[src/rtl/sd_fe_pkg.sv]
package sd_fe_pkg;

    typedef enum logic [1:0] {
        S_IDLE,
        S_ISSUE,
        S_WAIT_RSP,
        S_DATA
    } seq_state_t;

    localparam logic [3:0] A_CTRL   = 4'h0;
    localparam logic [3:0] A_INDEX  = 4'h1;
    localparam logic [3:0] A_RSPT   = 4'h2;
    localparam logic [3:0] A_BUS    = 4'h3;
    localparam logic [3:0] A_ARG0   = 4'h4;
    localparam logic [3:0] A_BLEN_L = 4'h8;
    localparam logic [3:0] A_BLEN_H = 4'h9;
    localparam logic [3:0] A_BCNT_L = 4'hA;
    localparam logic [3:0] A_BCNT_H = 4'hB;
    localparam logic [3:0] A_MASK0  = 4'hC;
    localparam logic [3:0] A_MASK1  = 4'hD;
    localparam logic [3:0] A_STAT0  = 4'hE;
    localparam logic [3:0] A_STAT1  = 4'hF;

    localparam int EV_RSP_DONE = 1;
    localparam int EV_RSP_TO   = 2;
    localparam int EV_DATA_TO  = 4;
    localparam int EV_RCRC     = 6;
    localparam int EV_WCRC     = 7;

    function automatic logic type_has_data(input logic [3:0] t);
        return (t >= 4'd1) && (t <= 4'd4);
    endfunction

    function automatic logic type_is_multi(input logic [3:0] t);
        return (t == 4'd3) || (t == 4'd4);
    endfunction

endpackage

[src/rtl/sd_fe_regs.sv]
module sd_fe_regs
    import sd_fe_pkg::*;
#(
    parameter int ARG_BYTES = 4,
    parameter int LEN_W     = 11,
    parameter int CNT_W     = 16
) (
    input  logic                   clk,
    input  logic                   rst_n,
    input  logic                   wr,
    input  logic [3:0]             addr,
    input  logic [7:0]             wdata,
    input  logic                   seq_idle,
    input  logic                   start_clr,
    output logic                   soft_rst,
    output logic                   start_bit,
    output logic                   fifo_clr,
    output logic [5:0]             cmd_index,
    output logic [8*ARG_BYTES-1:0] cmd_arg,
    output logic [3:0]             rsp_type,
    output logic [3:0]             cmd_type,
    output logic                   xfer_write,
    output logic [LEN_W-1:0]       blk_len_m1,
    output logic                   crc_abort,
    output logic                   cd_gpi_sel,
    output logic                   irq_en,
    output logic [CNT_W-1:0]       blk_count,
    output logic [7:0]             bus_cfg,
    output logic [7:0]             rdata
);

    localparam int LEN_HI_W = LEN_W - 8;

    logic [6:0]             bus_q;
    logic [8*ARG_BYTES-1:0] arg_q;

    assign soft_rst = wr && (addr == A_BUS) && wdata[7];

    always_ff @(posedge clk or negedge rst_n) begin
        if (!rst_n) begin
            start_bit  <= 1'b0;
            fifo_clr   <= 1'b0;
            cmd_type   <= '0;
            xfer_write <= 1'b0;
        end else begin
            fifo_clr <= wr && (addr == A_CTRL) && wdata[3];
            if (wr && addr == A_CTRL) begin
                cmd_type   <= wdata[7:4];
                xfer_write <= wdata[2];
            end
            if (soft_rst || start_clr)
                start_bit <= 1'b0;
            else if (wr && addr == A_CTRL && seq_idle)
                start_bit <= wdata[0];
        end
    end

    always_ff @(posedge clk or negedge rst_n) begin
        if (!rst_n) begin
            cmd_index  <= '0;
            rsp_type   <= '0;
            bus_q      <= '0;
            blk_len_m1 <= '0;
            crc_abort  <= 1'b0;
            cd_gpi_sel <= 1'b0;
            irq_en     <= 1'b0;
            blk_count  <= '0;
        end else if (wr) begin
            unique case (addr)
                A_INDEX:  cmd_index <= wdata[5:0];
                A_RSPT:   rsp_type  <= wdata[3:0];
                A_BUS:    bus_q     <= wdata[6:0];
                A_BLEN_L: blk_len_m1[7:0] <= wdata;
                A_BLEN_H: begin
                    blk_len_m1[LEN_W-1:8] <= wdata[LEN_HI_W-1:0];
                    crc_abort  <= wdata[3];
                    cd_gpi_sel <= wdata[5];
                    irq_en     <= wdata[7];
                end
                A_BCNT_L: blk_count[7:0]       <= wdata;
                A_BCNT_H: blk_count[CNT_W-1:8] <= wdata[CNT_W-9:0];
                default: ;
            endcase
        end
    end

    for (genvar i = 0; i < ARG_BYTES; i++) begin : g_arg
        always_ff @(posedge clk or negedge rst_n) begin
            if (!rst_n)
                arg_q[8*i +: 8] <= '0;
            else if (wr && addr == 4'(A_ARG0 + i))
                arg_q[8*i +: 8] <= wdata;
        end
    end

    assign cmd_arg = arg_q;
    assign bus_cfg = {1'b0, bus_q};

    always_comb begin
        rdata = '0;
        unique case (addr)
            A_CTRL:   rdata = {cmd_type, 1'b0, xfer_write, 1'b0, start_bit};
            A_INDEX:  rdata = {2'b0, cmd_index};
            A_RSPT:   rdata = {4'b0, rsp_type};
            A_BUS:    rdata = {1'b0, bus_q};
            A_BLEN_L: rdata = blk_len_m1[7:0];
            A_BLEN_H: rdata = {irq_en, 1'b0, cd_gpi_sel, 1'b0, crc_abort,
                               blk_len_m1[LEN_W-1:8]};
            A_BCNT_L: rdata = blk_count[7:0];
            A_BCNT_H: rdata = blk_count[CNT_W-1:8];
            default: begin
                for (int i = 0; i < ARG_BYTES; i++)
                    if (addr == 4'(A_ARG0 + i))
                        rdata = arg_q[8*i +: 8];
            end
        endcase
    end

    // the start bit is gone the cycle after the sequencer asks to clear it
    a_r3_start_self_clear: assert property (@(posedge clk) disable iff (!rst_n)
        start_clr |=> !start_bit);

    // while a command is outstanding the start bit cannot rise
    a_r5_busy_no_start: assert property (@(posedge clk) disable iff (!rst_n)
        (!seq_idle && !start_bit) |=> !start_bit);

endmodule

[src/rtl/sd_fe_seq.sv]
module sd_fe_seq
    import sd_fe_pkg::*;
#(
    parameter int CNT_W = 16
) (
    input  logic             clk,
    input  logic             rst_n,
    input  logic             soft_rst,
    input  logic             start_bit,
    input  logic [3:0]       cmd_type,
    input  logic             crc_abort,
    input  logic             ev_rsp_done,
    input  logic             ev_rsp_to,
    input  logic             ev_data_to,
    input  logic             ev_crc,
    input  logic             blk_done_evt,
    input  logic [CNT_W-1:0] blk_count,
    output logic             cmd_start,
    output logic             start_clr,
    output logic             seq_idle,
    output logic             mblk_evt
);

    seq_state_t       state, state_nx;
    logic [3:0]       typ_q;
    logic [CNT_W-1:0] done_cnt;
    logic [CNT_W-1:0] cnt_inc;
    logic             multi_q;
    logic             last_blk;

    assign multi_q  = type_is_multi(typ_q);
    assign cnt_inc  = done_cnt + CNT_W'(1);
    assign last_blk = blk_done_evt && (cnt_inc == blk_count);

    always_ff @(posedge clk or negedge rst_n) begin
        if (!rst_n) begin
            state    <= S_IDLE;
            typ_q    <= '0;
            done_cnt <= '0;
        end else begin
            state <= state_nx;
            if (state == S_IDLE && start_bit)
                typ_q <= cmd_type;
            if (state == S_ISSUE)
                done_cnt <= '0;
            else if (state == S_DATA && multi_q && blk_done_evt)
                done_cnt <= cnt_inc;
        end
    end

    always_comb begin
        state_nx = state;
        if (soft_rst) begin
            state_nx = S_IDLE;
        end else begin
            unique case (state)
                S_IDLE:
                    if (start_bit) state_nx = S_ISSUE;
                S_ISSUE:
                    state_nx = S_WAIT_RSP;
                S_WAIT_RSP:
                    if (ev_rsp_to || ev_data_to)
                        state_nx = S_IDLE;
                    else if (ev_rsp_done)
                        state_nx = type_has_data(typ_q) ? S_DATA : S_IDLE;
                S_DATA:
                    if (ev_data_to || (crc_abort && ev_crc))
                        state_nx = S_IDLE;
                    else if (multi_q ? last_blk : blk_done_evt)
                        state_nx = S_IDLE;
                default:
                    state_nx = S_IDLE;
            endcase
        end
    end

    always_comb begin
        cmd_start = (state == S_ISSUE);
        start_clr = (state == S_ISSUE);
        seq_idle  = (state == S_IDLE);
        mblk_evt  = (state == S_DATA) && multi_q && last_blk;
    end

    // the start pulse is exactly one cycle wide
    a_r2_one_cycle_pulse: assert property (@(posedge clk) disable iff (!rst_n)
        cmd_start |=> !cmd_start);

    // a soft reset always lands in IDLE
    a_r11_reset_idle: assert property (@(posedge clk) disable iff (!rst_n)
        soft_rst |=> seq_idle);

endmodule

[src/rtl/sd_fe_stat.sv]
module sd_fe_stat
    import sd_fe_pkg::*;
(
    input  logic       clk,
    input  logic       rst_n,
    input  logic       wr,
    input  logic [3:0] addr,
    input  logic [7:0] wdata,
    input  logic       soft_rst,
    input  logic [7:0] line_evt,
    input  logic       blk_done_evt,
    input  logic       mblk_evt,
    input  logic       cd_gpi_evt,
    input  logic       cd_dat3_evt,
    input  logic       cd_gpi_sel,
    input  logic       dev_ins_evt,
    input  logic       wp_level,
    input  logic       irq_en,
    output logic       irq,
    output logic [7:0] rdata
);

    logic [7:4] stat0_q, mask0_q, set0, clr0;
    logic [7:0] stat1_q, mask1_q, clr1;
    logic       cd_evt;

    assign cd_evt = cd_gpi_sel ? cd_gpi_evt : cd_dat3_evt;
    assign set0   = {dev_ins_evt, cd_evt, blk_done_evt, mblk_evt};
    assign clr0   = (wr && addr == A_STAT0) ? wdata[7:4] : 4'h0;
    assign clr1   = (wr && addr == A_STAT1) ? wdata : 8'h00;

    always_ff @(posedge clk or negedge rst_n) begin
        if (!rst_n) begin
            stat0_q <= '0;
            stat1_q <= '0;
            mask0_q <= '0;
            mask1_q <= '0;
        end else begin
            if (soft_rst) begin
                stat0_q <= '0;
                stat1_q <= '0;
            end else begin
                stat0_q <= (stat0_q & ~clr0) | set0;
                stat1_q <= (stat1_q & ~clr1) | line_evt;
            end
            if (wr && addr == A_MASK0) mask0_q <= wdata[7:4];
            if (wr && addr == A_MASK1) mask1_q <= wdata;
        end
    end

    assign irq = irq_en && (|(stat0_q & mask0_q) || |(stat1_q & mask1_q));

    always_comb begin
        rdata = '0;
        unique case (addr)
            A_MASK0: rdata = {mask0_q, 4'h0};
            A_MASK1: rdata = mask1_q;
            A_STAT0: rdata = {stat0_q, 2'b00, wp_level, 1'b0};
            A_STAT1: rdata = stat1_q;
            default: rdata = '0;
        endcase
    end

    // a multi-block completion only coincides with a block-done event
    a_r7_mblk_on_block: assert property (@(posedge clk) disable iff (!rst_n)
        mblk_evt |-> blk_done_evt);

    // a full clear of status 1 with no event empties the byte
    a_r9_stat1_clear: assert property (@(posedge clk) disable iff (!rst_n)
        (wr && addr == A_STAT1 && wdata == 8'hFF && line_evt == 8'h00)
        |=> (stat1_q == 8'h00));

endmodule

[src/rtl/sd_cmd_front.sv]
module sd_cmd_front
    import sd_fe_pkg::*;
#(
    parameter int ARG_BYTES = 4,
    parameter int LEN_W     = 11,
    parameter int CNT_W     = 16
) (
    input  logic                   clk,
    input  logic                   rst_n,
    input  logic                   reg_wr,
    input  logic [3:0]             reg_addr,
    input  logic [7:0]             reg_wdata,
    output logic [7:0]             reg_rdata,
    input  logic [7:0]             line_evt,
    input  logic                   blk_done_evt,
    input  logic                   cd_gpi_evt,
    input  logic                   cd_dat3_evt,
    input  logic                   dev_ins_evt,
    input  logic                   wp_level,
    output logic                   cmd_start,
    output logic                   rsp_fifo_clr,
    output logic [5:0]             cmd_index,
    output logic [8*ARG_BYTES-1:0] cmd_arg,
    output logic [3:0]             rsp_type,
    output logic [3:0]             cmd_type,
    output logic                   xfer_write,
    output logic [LEN_W-1:0]       blk_len_m1,
    output logic [CNT_W-1:0]       blk_count,
    output logic [7:0]             bus_cfg,
    output logic                   irq
);

    logic       soft_rst, start_bit, seq_idle, start_clr, mblk_evt;
    logic       crc_abort, cd_gpi_sel, irq_en;
    logic [7:0] regs_rdata, stat_rdata;

    sd_fe_regs #(.ARG_BYTES(ARG_BYTES), .LEN_W(LEN_W), .CNT_W(CNT_W)) u_regs (
        .clk(clk), .rst_n(rst_n), .wr(reg_wr), .addr(reg_addr),
        .wdata(reg_wdata), .seq_idle(seq_idle), .start_clr(start_clr),
        .soft_rst(soft_rst), .start_bit(start_bit), .fifo_clr(rsp_fifo_clr),
        .cmd_index(cmd_index), .cmd_arg(cmd_arg), .rsp_type(rsp_type),
        .cmd_type(cmd_type), .xfer_write(xfer_write),
        .blk_len_m1(blk_len_m1), .crc_abort(crc_abort),
        .cd_gpi_sel(cd_gpi_sel), .irq_en(irq_en), .blk_count(blk_count),
        .bus_cfg(bus_cfg), .rdata(regs_rdata)
    );

    sd_fe_seq #(.CNT_W(CNT_W)) u_seq (
        .clk(clk), .rst_n(rst_n), .soft_rst(soft_rst),
        .start_bit(start_bit), .cmd_type(cmd_type), .crc_abort(crc_abort),
        .ev_rsp_done(line_evt[EV_RSP_DONE]), .ev_rsp_to(line_evt[EV_RSP_TO]),
        .ev_data_to(line_evt[EV_DATA_TO]),
        .ev_crc(line_evt[EV_RCRC] | line_evt[EV_WCRC]),
        .blk_done_evt(blk_done_evt), .blk_count(blk_count),
        .cmd_start(cmd_start), .start_clr(start_clr), .seq_idle(seq_idle),
        .mblk_evt(mblk_evt)
    );

    sd_fe_stat u_stat (
        .clk(clk), .rst_n(rst_n), .wr(reg_wr), .addr(reg_addr),
        .wdata(reg_wdata), .soft_rst(soft_rst), .line_evt(line_evt),
        .blk_done_evt(blk_done_evt), .mblk_evt(mblk_evt),
        .cd_gpi_evt(cd_gpi_evt), .cd_dat3_evt(cd_dat3_evt),
        .cd_gpi_sel(cd_gpi_sel), .dev_ins_evt(dev_ins_evt),
        .wp_level(wp_level), .irq_en(irq_en), .irq(irq), .rdata(stat_rdata)
    );

    assign reg_rdata = regs_rdata | stat_rdata;

    // the interrupt never fires while the enable flag is clear
    a_r10_irq_gated: assert property (@(posedge clk) disable iff (!rst_n)
        !irq_en |-> !irq);

endmodule

[config.mk]
export PLATFORM = sky130hd
export DESIGN_NAME = sd_cmd_front
export DESIGN_NICKNAME = d
export VERILOG_FILES = /design/src/rtl/sd_fe_pkg.sv /design/src/rtl/sd_fe_regs.sv /design/src/rtl/sd_fe_seq.sv /design/src/rtl/sd_fe_stat.sv /design/src/rtl/sd_cmd_front.sv
export SDC_FILE = /design/constraint.sdc
export NUM_CORES = 1
export LEC_CHECK = 0
export ABC_AREA = 1
export ABC_CLOCK_PERIOD_IN_PS = 4300
export BUFFER_PORTS_ARGS = -buffer_cell sky130_fd_sc_hd__buf_2
export CAP_MARGIN = 20
export CORE_UTILIZATION = 60
export CTS_CLUSTER_SIZE = 28
export DETAILED_ROUTE_END_ITERATION = 6
export PLACE_DENSITY_LB_ADDON = 0.3
export SETUP_SLACK_MARGIN = 0.02
export SYNTH_ARGS = -nofsm -noshare
export SYNTH_HDL_FRONTEND = slang
export SYNTH_SLANG_ARGS = --single-unit
[constraint.sdc]
create_clock -name clk -period 4.3 [get_ports clk]
set_input_delay 0.645 -clock clk [delete_from_list [all_inputs] [get_ports clk]]
set_output_delay 0.645 -clock clk [all_outputs]
set_load 0.01 [all_outputs]
# Word level (Yosys, flattened, before mapping)
# Index checks and enable logic that the tools add are counted.
# totals
register_bits	132
latch_bits	0
ramBits	0
romBits	0
input_bits	28
output_inout_bits	93
elab_cells	126
mem_count	0
# classes
addsub	1
n_mul	0
div_mod_pow	0
n_lt_le_gt_ge	2
n_eq_ne	24
shifts	0
muxes	24
n_bitwise	10
reduce_logical	40
# op_table
op	count
$pmux 8 s8	1
$mux 8	6
$eq 4x4->1 const B	8
$mux 16	2
$pmux 8 s4	1
$logic_and 1x1->1	21
$eq 4x3->1 const B	5
$add 16x1->16 const B	1
$and 8x8->8	2
$eq 16x16->1	1
$or 8x8->8	2
$mux 2	7
$reduce_and 2->1	7
$eq 4x2->1 const B	3
$and 4x4->4	2
$mux 4	2
$not 8->8	1
$pmux 2 s4	1
$reduce_or 8->1	1
$logic_or 1x1->1	5
$eq 2x2->1 const B	2
$eq 4x1->1 const B	1
$ge 4x1->1 const B	1
$le 4x3->1 const B	1
13 further kinds	17

# Logic depth before layout (Yosys ltp)
# logic_depth
ltp_word	8
ltp_mapped	18
ltp_nobuf	18

# Hierarchy
# From an unflattened synthesis, not the netlist that was laid out.
# hier_totals
cells_unflattened	947
hier_area_um2	7116.8
# by_module_without_submodules
mod	n_inst	cells_per_inst	area_each_um2	seq_area_each_um2
sd_fe_regs	1	492	3981.3	2152.1
sd_fe_seq	1	267	1736.7	550.5
sd_fe_stat	1	161	1297.5	600.6
sd_cmd_front	1	27	101.3	0.0

# Least setup slack after synthesis
# Ideal clock, no wire load.
# synth_path
path_kind	input -> output
start	input reg_addr[1]
end	output reg_rdata[1]
arrival_time_ns	1.647
required_ns	3.655
setup_slack_ns	2.008
cell_stages	8
path_buffers	0
cell_sequence	inv_1 > nand2_1 > nor2_1 > a22o_1 > a21oi_1 > nand3_1 > a221oi_1 > nand3_1
# synth_between
elab_chain_cells	7
elab_cells_between_ends	23
cone_classes	eq/ne (15); mux (6); bitwise (1); reduce/logical (1)
# synth_lines
element	line	rtl
from (decl)	sd_cmd_front.sv:11	input logic [3:0] reg_addr,
$eq 4x3->1	sd_fe_regs.sv:113	if (addr == 4'(A_ARG0 + i))
$mux 8 (4 in a row)	sd_fe_regs.sv:113	
$pmux 8 s8	sd_fe_regs.sv:101	unique case (addr)
$or 8x8->8 *	sd_cmd_front.sv:68	assign reg_rdata = regs_rdata | stat_rdata;
to (decl)	sd_cmd_front.sv:13	output logic [7:0] reg_rdata,
# Mark *: on every way between the ends. The rest lies on a longest branch, timed or not.

# Final worst setup path
# layout_path
start	input reg_addr[1]
end	output reg_rdata[0]
# Same word-level chain as after synthesis.

==> results_dict.tcl <==
set metrics [dict create \
    initial_core_util 0.624 \
    grt_max_degree 49 \
    synthesis.nets 835 \
    core_um2 10400 \
    synth_cells 806 \
    synth_top_family_by_area "simple AND/OR/NAND/NOR gates" \
    worst_pin_slew_ps 784 \
    port_buffers 119 \
    finalHoldViolCount 0 \
    peakVddDrop_mv 0.435 \
    worstSetupPathType "in2out" \
    worstSetupEndpointType "output pin" \
    startpoint_type "primary input" \
    htreeDepth 4 \
    finalCritPeriodShare 0.721 \
    outcome "finished clean" \
    clock-sinks 132 \
    syn_area_um2 6500 \
    cts-resized-gates 0 \
    synth-seq-cells 132 \
    setup_viol_count_final 0 \
    finalWeightedCongestion 0.956 \
    clock_skew_ps 6.78 \
    dieArea_um2 11200 \
    fmax_mhz 322 \
    critical_path_arrival_ps 2460 \
    vias 6530 \
    firstDrtPassIters 6 \
    synth_compound_area_frac 0.183 \
    overflow 0 \
    insertion_delay_ps 530 \
    die_h_um 106 \
    final.min_clock_period_ps 3100 \
    cts_root_buf "clkbuf_8" \
    drtIter0Drc 787 \
    layout-drive-gt1-share 0.187 \
    finalSetupTns_ps 0 \
    maxSlewViolCount 0 \
    grt_pass1_vias 6271 \
    wl_mm 20.8 \
    wire_per_inst_um 19.4 \
    nets 952 \
    yosysSeqAreaShare 0.508 \
    ios 121 \
    relSlewSlack 0.475 \
    synthXorXnorAreaFrac 0.00751 \
    syn_avg_cell_area_um2 8.06 \
    post-synth-top-area-fraction 0.508 \
    diodes 0 \
    synthAdderAreaFrac 0.00193 \
    synth_area_leaders "dfrtp_1 (51%), nand2_1 (14%), o21ai_0 (9.9%)" \
    rows 37 \
    drc 0 \
    cts_buffer_depth 2 \
    path_clk_slew_ps 60 \
    tritoncts "done" \
    die_w_um 106 \
    netlist-cell-type-count 36 \
    yosysWarningCount 0 \
    grt_usage 0.389 \
    p_leak_uw 0.00382 \
    dp_hpwl_mm 14.8 \
    syn_to_final_growth_pct 19.8 \
    stdcell_count 1072 \
    required_ps 3650 \
    final_antenna_net_count 0 \
    post_cts_buffers 0 \
    rsz0062_at_grt "no" \
    cp_max_fo 7 \
    powerDensity_nw_per_um2 509 \
    fin_util 0.748 \
    yosys.area_share.simple 0.238 \
    antenna_found_initial 0 \
    dp_cells 1040 \
    synth_mux_area_frac 0 \
    grt_pass1_wl_mm 33.0 \
    holdBufCountCts 0 \
    maxCapViolCount 0 \
    synth_top_area_cell "dfrtp_1" \
    min_path_type "in2async" \
    holdWs_ps 91.5 \
    viasPerCell 6.09 \
    numCtsBuffers 17 \
]
report_power, final:
group          leakage (µW)  switching, µW  internal [µW]
Clock              0.000290            565            888
Combinational       0.00187            507            305
Sequential          0.00166            241           1460
Total               0.00382           1310           2650
flip-flops by register name, indices dropped and copies added (netlist names), 6 cells and up:
| signal | cells |
|---|---|
| u_regs.blk_count | 16 |
| u_regs.blk_len_m1 | 11 |
| u_regs.bus_q | 7 |
| u_regs.cmd_arg | 32 |
| u_regs.cmd_index | 6 |
| u_seq.done_cnt | 16 |
| u_stat.mask1_q | 8 |
| u_stat.stat1_q | 8 |
layout make-up:
class	count	area [µm²]
multi-input combinational	570	2800
sequential	132	3300
inverter	80	300
tap	136	170
fill	765	2630
clock buffer	21	469
timing repair buffer	122	621
clock inverter	11	125
per-layer routing:
| layer | part of all wire | vias up | track usage | wire length (µm) |
|---|---|---|---|---|
| li1 | - | 2944 | - | - |
| met1 | 0.38 | 3117 | 0.508 | 8000 |
| met2 | 0.47 | 381 | 0.613 | 9780 |
| met3 | 0.11 | 88 | 0.0963 | 2210 |
| met4 | 0.040 | 0 | 0.182 | 822 |
| met5 | 0 | - | 0 | 0 |
worst paths after layout:
kind | slack, ps | endpoint | depth (start not counted) | start
worst max-delay path | 1200 | reg_rdata[0] | 8 | reg_addr[1]
worst min register to register | 520 | u_stat.mask1_q[6]$_DFFE_PN0P_ | 2 | u_stat.mask1_q[6]$_DFFE_PN0P_
min in group clk | 340 | u_regs.cmd_type[3]$_DFFE_PN0P_ | 3 | reg_wdata[7]
max in group asynchronous | 3210 | u_regs.cmd_arg[23]$_DFFE_PN0P_ | 2 | rst_n
worst max register to register | 1910 | u_seq.state[1]$_DFFE_PN0P_ | 16 | u_seq.done_cnt[0]$_DFFE_PN0P_
worst min-delay path | 90 | u_regs.blk_count[2]$_DFFE_PN0P_ | 1 | rst_n
critical path: stages:
cell and delay (ps):
buf_2 100, inv_1 50, nand2_1 170, nor2_1 160
a22o_1 230, a2111oi_0 620, nand4_1 250, buf_2 220
synth_stat cells:
library cell and instances:
inv_1 78, xor2_1 2, a21oi_1 17, nor2_4 5, nand3_2 2, nand3_1 37
o21ai_2 1, nand2_2 3, buf_1 1, o22ai_1 10, a2111oi_0 3, o21ai_0 128
a221oi_1 17, nand4_1 14, o32ai_1 1, nand2_1 244, o31ai_1 1, a22o_1 14
buf_2 2, clkinv_1 2, a31oi_1 2, nor2_1 41, buf_4 1, o2111ai_1 4
clkbuf_1 20, xnor2_1 1, nor2_2 8, ha_1 1, conb_1 1, nand3b_1 2
a211oi_1 4, nand2_4 1, nor3_1 4, nor3_2 1, xnor3_1 1, dfrtp_1 132
per-stage QoR:
stage          cell area (µm²)  total power (µW)  worst slack (ps)
2_1_floorplan             6500              2090              2010
3_3_place_gp              7190              2460              1450
3_5_place_dp              7190              2500              1310
4_1_cts                   7790              3950              1300
5_1_grt                   7790              4120              1170
6_report                  7790              3960              1200
layout by cell type, fill, tap and decap left out, types with 8 or more instances in the layout:
master     instances
nand4_1           14
dfrtp_1          132
o22ai_1           10
o21ai_0          128
a22o_1            14
nand2_1          244
buf_2            118
clkbuf_16         16
nor2_1            41
inv_1             78
nor2_2             8
a221oi_1          17
a21oi_1           17
nand3_1           37
kinds of logic (layout without fill, tap and decap cells):
group | count (synthesis) | count (layout)
AND/OR/NAND/NOR | 362 | 362
adder cells (fa/ha/maj) | 1 | 1
other | 1 | 1
flip-flops | 132 | 132
buffers and inverters | 104 | 234
AO/OA/AOI/OAI | 202 | 202
XOR/XNOR | 4 | 4
Power figures use the tool's default switching activity.
